[src/rtl/trace_rebuilder.sv]
module trace_rebuilder #(
  parameter int AW = 32,
  parameter int IDX_W = 4,
  parameter int BANKS = 2,
  parameter int IDW = 8,
  parameter int TW = 16,
  parameter int LW = 4,
  localparam int BW = (BANKS > 1) ? $clog2(BANKS) : 1
) (
  input  logic             clk,
  input  logic             rst_n,
  input  logic             msg_valid,
  input  logic [1:0]       msg_kind,
  input  logic             msg_taken,
  input  logic [AW-1:0]    msg_addr,
  input  logic [AW/8-1:0]  msg_bmask,
  input  logic             msg_ts_valid,
  input  logic [TW-1:0]    msg_ts,
  input  logic             tbl_we,
  input  logic [BW-1:0]    tbl_bank,
  input  logic [IDX_W-1:0] tbl_idx,
  input  logic             tbl_valid,
  input  logic             tbl_tp,
  input  logic [IDW-1:0]   tbl_id,
  input  logic [AW-1:0]    tbl_target,
  input  logic [LW-1:0]    tbl_len,
  output logic             tp_valid,
  output logic [IDW-1:0]   tp_id,
  output logic [TW-1:0]    tp_ts,
  output logic [AW-1:0]    rec_pc,
  output logic             locked,
  output logic             miss_err
);
  localparam int NB = AW / 8;
  localparam int AIW = BW + IDX_W;
  localparam int DEPTH = 1 << AIW;
  localparam logic [1:0] K_SYNC = 2'd0, K_ATOM = 2'd1, K_IND = 2'd2, K_CTX = 2'd3;

  logic [DEPTH-1:0] e_val, e_tp;
  logic [IDW-1:0]   e_id  [DEPTH];
  logic [AW-1:0]    e_tgt [DEPTH];
  logic [LW-1:0]    e_len [DEPTH];

  logic [AW-1:0] base, merged, npc;
  logic [BW-1:0] bank;
  logic [TW-1:0] now;
  logic          accept, moves, bad, hit;

  wire [AIW-1:0] wr_i  = {tbl_bank, tbl_idx};
  wire [AIW-1:0] cur_i = {bank, rec_pc[IDX_W-1:0]};
  wire [AIW-1:0] new_i = {bank, npc[IDX_W-1:0]};

  always_ff @(posedge clk or negedge rst_n)
    if (!rst_n) begin
      e_val <= '0;
      e_tp  <= '0;
    end else if (tbl_we) begin
      e_val[wr_i] <= tbl_valid;
      e_tp[wr_i]  <= tbl_tp;
    end

  always_ff @(posedge clk)
    if (tbl_we) begin
      e_id[wr_i]  <= tbl_id;
      e_tgt[wr_i] <= tbl_target;
      e_len[wr_i] <= tbl_len;
    end

  for (genvar b = 0; b < NB; b++) begin : g_merge
    assign merged[8*b +: 8] = msg_bmask[b] ? msg_addr[8*b +: 8] : base[8*b +: 8];
  end

  assign accept = msg_valid && (msg_kind == K_SYNC || (locked && !miss_err));
  assign hit = e_val[new_i];

  always_comb begin
    npc = rec_pc;
    moves = 1'b0;
    bad = 1'b0;
    case (msg_kind)
      K_SYNC: begin npc = msg_addr; moves = 1'b1; end
      K_ATOM: begin
        if (!e_val[cur_i]) bad = 1'b1;
        else begin
          npc = msg_taken ? e_tgt[cur_i] : rec_pc + AW'(e_len[cur_i]);
          moves = 1'b1;
        end
      end
      K_IND: begin npc = merged; moves = 1'b1; end
      default: ;
    endcase
  end

  always_ff @(posedge clk or negedge rst_n)
    if (!rst_n) begin
      rec_pc   <= '0;
      base     <= '0;
      bank     <= '0;
      locked   <= 1'b0;
      miss_err <= 1'b0;
      now      <= '0;
      tp_valid <= 1'b0;
      tp_id    <= '0;
      tp_ts    <= '0;
    end else begin
      now      <= now + 1'b1;
      tp_valid <= 1'b0;
      if (accept) begin
        if (moves) rec_pc <= npc;
        if (msg_kind == K_SYNC || msg_kind == K_IND) base <= npc;
        if (msg_kind == K_SYNC) locked <= 1'b1;
        if (msg_kind == K_CTX) bank <= msg_addr[BW-1:0];
        miss_err <= bad || (moves && !hit);
        if (moves && hit && e_tp[new_i]) begin
          tp_valid <= 1'b1;
          tp_id    <= e_id[new_i];
          tp_ts    <= msg_ts_valid ? msg_ts : now;
        end
      end
    end
endmodule

[config.mk]
export PLATFORM = sky130hd
export DESIGN_NAME = trace_rebuilder
export DESIGN_NICKNAME = d
export VERILOG_FILES = /design/src/rtl/trace_rebuilder.sv
export SDC_FILE = /design/constraint.sdc
export NUM_CORES = 2
export LEC_CHECK = 0
export ABC_CLOCK_PERIOD_IN_PS = 7600
export BUFFER_PORTS_ARGS = -buffer_cell sky130_fd_sc_hd__buf_2
export CORE_MARGIN = 8
export CORE_UTILIZATION = 40
export DETAILED_ROUTE_END_ITERATION = 8
export MAX_ROUTING_LAYER = met4
export SYNTH_ARGS = -nofsm -noshare
export SYNTH_HDL_FRONTEND = slang
export SYNTH_SLANG_ARGS = --single-unit
[constraint.sdc]
create_clock -name clk -period 7.6 [get_ports clk]
set_clock_uncertainty 0.2 [all_clocks]
set_input_delay 0.38 -clock clk [delete_from_list [all_inputs] [get_ports clk]]
set_output_delay 0.38 -clock clk [all_outputs]
set_load 0.02 [all_outputs]
### Word-level counts from Yosys, hierarchy flattened

Memories as Yosys holds them, arrays and structs flattened. A register that Yosys moved wholly into a read port is not among the register bits.
Cells that the tools add are included.

* register bits after elaboration: 164
* memory bits (writable): 1408
* input bits: 111
* output and inout port bits: 59
* word-level logic and storage cells: 67
* memories: 3

* $add $sub $neg: 2
* $lt $le $gt $ge: 4
* equality and inequality tests: 3
* muxes and demuxes: 26
* reduce and logical (&&, ||, !) cells: 19

Memory list
* e_tgt: depth 32, bits a word 32, rd ports 1, clocked after memory_dff 0, write ports 1, line 41 `logic [AW-1:0] e_tgt [DEPTH];`
* e_id: depth 32, bits a word 8, rd ports 1, clocked after memory_dff 1, write ports 1, line 40 `logic [IDW-1:0] e_id [DEPTH];`
* e_len: depth 32, bits a word 4, rd ports 1, clocked after memory_dff 0, write ports 1, line 42 `logic [LW-1:0] e_len [DEPTH];`

Operators with widths (count)
* 32-bit one-hot mux with 3 select lines: 1
* 32-bit bitwise mux: 2
* 32-bit two-way mux: 2
* 32-bit by 4-bit adder with 32-bit output: 1
* 8-bit two-way mux: 4
* 5-bit by 6-bit < comparator with 1-bit output, second input constant: 3
* 16-bit by 1-bit adder with 16-bit output, second input constant: 1
* 16-bit two-way mux: 1
* 1-bit binary-select mux with 5-bit select: 3
* 1-bit two-way mux: 11
* 2-bit AND reduction: 5
* 1-bit logical AND: 6
* 1-bit demux with 5-bit select: 1
* 5-bit by 1-bit >= comparator with 1-bit output, second input constant: 1
* 2-bit == test, second input constant: 2
* 1-bit logical NOT: 3
* 1-bit logical OR: 3
* 2-bit by 1-bit == test with 1-bit output, second input constant: 1
* 2-bit logical NOT: 1
* 1-bit one-hot mux with 2 select lines: 1
* 2-bit OR reduction: 1

### Logic depth before layout (Yosys ltp)

An unclocked memory read counts as a cell.

* word-level depth: 11
* depth in mapped cells: 27
* gate-level depth less buffers: 19

### Worst setup path after synthesis

No wires, ideal clock.

* path type: flip-flop to flip-flop
* from: register rec_pc[0]
* to: register tp_ts[13]
* library setup time: 0.128 ns
* arrival: 6.454 ns
* data required time: 7.272 ns
* slack: 0.818 ns
* stages on the path, launching flop included: 28
* buffers on the path: 10
* path through: dfrtp_1 -> buf_6 -> buf_4 -> buf_2 -> buf_2 -> buf_2 -> buf_2 -> buf_2 -> buf_2 -> mux4_2 -> mux4_2 -> nand2_1 -> nand2_1 -> ha_1 -> a21o_1 -> a21o_1 -> xor2_1 -> a21oi_1 -> nand4_1 -> nor3b_1 -> buf_4 -> nand2b_1 -> o22ai_1 -> o21ai_1 -> o211ai_2 -> a211oi_4 -> buf_6 -> mux2_1

* longest elaborated chain between the ends: 10
* elaborated cells between the ends (all ways): 17
* those cells by class: add/sub: 1; mux: 11; reduce/logical: 3; memory: 2

RTL lines
* start: declaration: line 30 `output logic [AW-1:0] rec_pc,`
* start signal: assignment: line 109 `if (moves) rec_pc <= npc;`
* memory 32 x 4 bit
* 32-bit by 4-bit adder with 32-bit output: line 85 `npc = msg_taken ? e_tgt[cur_i] : rec_pc + AW'(e_len[cur_i]);`
* 32-bit two-way mux: line 85
* 32-bit two-way mux: line 83 `if (!e_val[cur_i]) bad = 1'b1;`
* 32-bit one-hot mux with 3 select lines: line 80 `case (msg_kind)`
* 1-bit binary-select mux with 5-bit select: line 74 `assign hit = e_val[new_i];`
* 1-bit two-way mux (not written as such): line 74
* 1-bit logical AND: line 114 `if (moves && hit && e_tp[new_i]) begin`
* 1-bit logical AND (*): line 114
* 2-bit AND reduction (no line) (*)
* end signal: assignment: line 117 `tp_ts <= msg_ts_valid ? msg_ts : now;`
* end: declaration: line 29 `output logic [TW-1:0] tp_ts,`

Mark *: on every way between the ends. The rest lies on a longest branch, timed or not. The select of a mux whose other input is x is not followed.
A chain may end at the register's enable or synchronous reset.

### Final worst setup path

* from: register rec_pc[0]
* to: register rec_pc[31]

* longest elaborated chain between the ends: 5
* elaborated cells between the ends (all ways): 11
* those cells by class: add/sub: 1; mux: 7; reduce/logical: 1; memory: 2

RTL lines (line)
* memory 32 x 4 bit or 1-bit binary-select mux with 5-bit select (tied branches)
* 32-bit by 4-bit adder with 32-bit output or 1-bit two-way mux (tied branches): 85, 83
* 32-bit two-way mux or 1-bit two-way mux (tied branches): 85, 83
* 32-bit two-way mux or 1-bit one-hot mux with 2 select lines (tied branches): 83, 80
* 32-bit one-hot mux with 3 select lines or 2-bit AND reduction (tied branches)

Parallel ways exist; a longest one is shown, timed or not. The select of a mux whose other input is x is not followed.

==> flow_metrics.env <==
export IMPL_fmax_mhz=151.6
export IMPL_critical_path_class="register to register"
export IMPL_ios=170
export IMPL_insertion_delay_ns=0.80
export IMPL_initial_core_util=0.4025
export IMPL_worstSetupStartpoint="rec_pc[0]"
export IMPL_path_clk_slew_ns=0.06
export IMPL_place_congestion=0.8560
export IMPL_hp_class="input port to register"
export IMPL_synth_edf_count=1408
export IMPL_synth_top_family_by_area="multiplexers"
export IMPL_synth_xor_area_frac=0.005358
export IMPL_worstPathMaxFanout=34
export IMPL_dieArea_um2=172400
export IMPL_rows=146
export IMPL_leakage_nw=24.37
export IMPL_synth_warnings=0
export IMPL_io_buffers=169
export IMPL_power_w=0.02577
export IMPL_tightest_slew_ns=1.210
export IMPL_synthArstFlopShare=0.1089
export IMPL_placedCellCount=5556
export IMPL_grt_pass1_wl_mm=250.4
export IMPL_htreeDepth=4
export IMPL_synth_cells=3435
export IMPL_via_count=34090
export IMPL_cts_sinks=1580
export IMPL_globalRoute_totalOverflow=0
export IMPL_cp_end_kind="register"
export IMPL_crit_chain="buf_4, mux4_2, mux4_2, nand2_1, nand2_1, ha_1, a21oi_1, nor4_2, nand2_1, nor3_1, xor2_1, nor2_1, a31oi_1, a222oi_1, dlygate4sd3_1, o21ai_0"
export IMPL_slew_headroom=0.1868
export IMPL_crit_arrival_ns=7.12
export IMPL_synth_nets=3552
export IMPL_r2r_slack_ns=1.01
export IMPL_grt_max_degree=131
export IMPL_drtIter0Drc=3829
export IMPL_place_hpwl_mm=93.16
export IMPL_finalMaxSlewViolations=0
export IMPL_final_util=0.4634
export IMPL_synth_fa_ha_area_frac=0.001295
export IMPL_syn_avg_cell_area_um2=18.56
export IMPL_first_pass_iters=5
export IMPL_rsz0062_at_grt="no"
export IMPL_reg2reg_to="rec_pc[31]"
export IMPL_core_area_um2=158400
export IMPL_ir_drop_mv=0.3512
export IMPL_post_route_min_period_ns=6.595
export IMPL_synth_mux_area_frac=0.1691
export IMPL_status="finished clean"
export IMPL_cpMostUsedCell="nand2_1"
export IMPL_cts_buffers=160
export IMPL_fin_crit_sh=0.8678
export IMPL_drc=0
export IMPL_start_kind="register"
export IMPL_cp_required_ns=8.12
export IMPL_max_cap_viol_count=0
export IMPL_clockRootBuffer="clkbuf_16"
export IMPL_wl_per_cell_um=29.22
export IMPL_powerDensity_nw_per_um2=351.2
export IMPL_cts_tree="built"
export IMPL_slowest_stage="nor4_2"
export IMPL_cp_slowest_stage_delay_ns=0.98
export IMPL_via_per_inst=5.720
export IMPL_wirelength_mm=174.1
export IMPL_yosysUniqueCellTypes=70
export IMPL_cts_setup_buffers=0
export IMPL_reg2reg_from="rec_pc[0]"
export IMPL_crit_end="rec_pc[31]"
export IMPL_instances_no_fill=5959
export IMPL_synthSimpleGateAreaFrac=0.03854
export IMPL_tns_ns=0
export IMPL_syn_area_um2=63750
export IMPL_fp_dieW_um=415.2
export IMPL_nets=3865
export IMPL_synth_seq_cells=1580
export IMPL_synth_seq_area_share=0.7307
export IMPL_grt_pass1_vias=34070
export IMPL_timing_hold_ws_ns=0.03916
export IMPL_antenna_found_initial=9
export IMPL_syn_to_final_growth_pct=15.11
export IMPL_rr_worst_depth=16
export IMPL_hold_viol=0
export IMPL_synth_compound_area_frac=0.03864
export IMPL_die_height_um=415.2
export IMPL_drive_above_1_share=0.2640
export IMPL_clockBufferDepth=3
export IMPL_final_setup_viol_count=0
export IMPL_track_usage=0.2042
export IMPL_synth_flop_cell="edfxtp_1"
export IMPL_ant_nets=0
-- worst max-delay path, delay by kind of cell (launching register included) --
kind / cells / cell delay [ns]
buf+inv: 2 / 1.11
compound gates: 4 / 0.97
fa+ha+maj: 1 / 0.34
mux: 2 / 1.03
xor+xnor: 1 / 0.18
flops: 1 / 0.88
simple gates: 6 / 1.76
-- Yosys cell counts, types with 6 or more instances --
cell      number  area (um2)
o31ai_1       15       112.6
clkbuf_1     105       394.1
a311oi_1      32       280.3
buf_4         14       105.1
o22ai_1       19       118.9
xnor2_1       23       201.4
mux2_4         9       135.1
nand3_1       51       255.2
o21ai_0       90       450.4
buf_1         19       71.32
a21oi_1      104       520.5
a31oi_1       36       225.2
a21o_1        15       112.6
nor2b_1        6       37.54
mux4_2       347        7815
mux2i_1       78       780.8
nor2_1       148       555.5
dfrtp_1      172        4304
xor2_1        16       140.1
buf_2         46       230.2
and3_1         9       56.30
o221a_2        7       78.83
mux2_2       134        1509
buf_6         10       112.6
nand4_1       11       68.82
mux2_1        48       540.5
inv_1         24       90.09
nand2_1      323        1212
nor3_1         8       40.04
o221ai_1       7       61.31
a22oi_1       19       142.6
edfxtp_1    1408       42280
-- worst min-delay path by stage --
| stage | startpoint | end | slack (ns) | cells past startpoint |
|---|---|---|---|---|
| 2_1_floorplan | rst_n | bank | -0.12 | 0 |
| 3_3_place_gp | rst_n | now[3] | 0.22 | 1 |
| 5_1_grt | msg_ts_valid | tp_ts[8] | 0.04 | 3 |
| 4_1_cts | msg_ts_valid | tp_ts[8] | 0.001 | 3 |
| 3_5_place_dp | rst_n | now[2] | 0.22 | 1 |
| 6_report | msg_addr[12] | base[12] | 0.04 | 5 |
-- cell type report --
type,count,area (um2)
fill,13210,84990
sequential,1580,46600
multi-input combinational,1632,16410
clock buffer,215,4427
tap,2072,2592
timing repair buffer,347,2526
clock inverter,82,718.2
inverter,27,106.4
antenna,4,10.01
-- cell families (layout without fill, tap and decap cells) --
kind of cell               count (synthesis)  in the layout
DFF                                     1580           1580
buffers and inverters                    223            671
muxes                                    616            616
adders and majority gates                  6              6
and+or+nand+nor                          589            589
other                                      0              4
xor gates and xnor gates                  39             39
AOI/OAI and AO/OA                        382            382
-- metal layers --
layer / share of wire / GRT usage / wire [um]
met1: 0.41 / 0.2654 / 71330
met2: 0.50 / 0.3319 / 86830
met3: 0.058 / 0.03108 / 10040
met4: 0.034 / 0.06676 / 5939
met5: 0 / - / 0
-- timing repair --
item	in CTS	in global routing
resized for setup	0	0
hold endpoints to repair	1536	0
hold buffers	102	0
-- through the flow --
stage / worst slack, ns / cell area [um2]
2_1_floorplan: 0.8184 / 63750
3_3_place_gp: 1.344 / 67190
3_5_place_dp: 1.341 / 67190
4_1_cts: 1.046 / 73380
5_1_grt: 0.6802 / 73380
6_report: 1.005 / 73390
-- state kept, by name, indices dropped and copies added, names as in the netlist --
signal	cells
e_tgt	1024
e_id	256
now	16
locked	1
bank	1
e_tp	32
rec_pc	32
miss_err	1
tp_id	8
base	32
e_len	128
tp_valid	1
tp_ts	16
e_val	32
-- where the power goes --
part | internal (W) | total (W) | leakage [nW] | switching [W]
combinational | 0.00340 | 0.00762 | 7.01 | 0.00422
clock | 0.00444 | 0.00775 | 2.52 | 0.00331
sequential | 0.00985 | 0.0104 | 14.8 | 0.000547
-- layout by cell type (no fill, tap or decap), types with 16 or more instances in the layout --
master	synthesis	routed
mux2i_1	78	78
dlygate4sd3_1	0	101
mux2_2	134	134
clkbuf_16	0	165
xor2_1	16	16
a21oi_1	104	104
clkinv_2	0	24
nor2_4	0	32
nor2_1	148	116
buf_2	46	168
mux4_2	347	347
mux2_1	48	48
dfrtp_1	172	168
clkinv_1	1	35
o22ai_1	19	19
clkbuf_1	105	39
o21ai_0	90	90
nand3_1	51	51
edfxtp_1	1408	1408
inv_1	24	23
a22oi_1	19	19
a311oi_1	32	32
xnor2_1	23	23
a31oi_1	36	36
buf_4	14	71
nand2_1	323	322
Power figures use the tool's default switching activity.
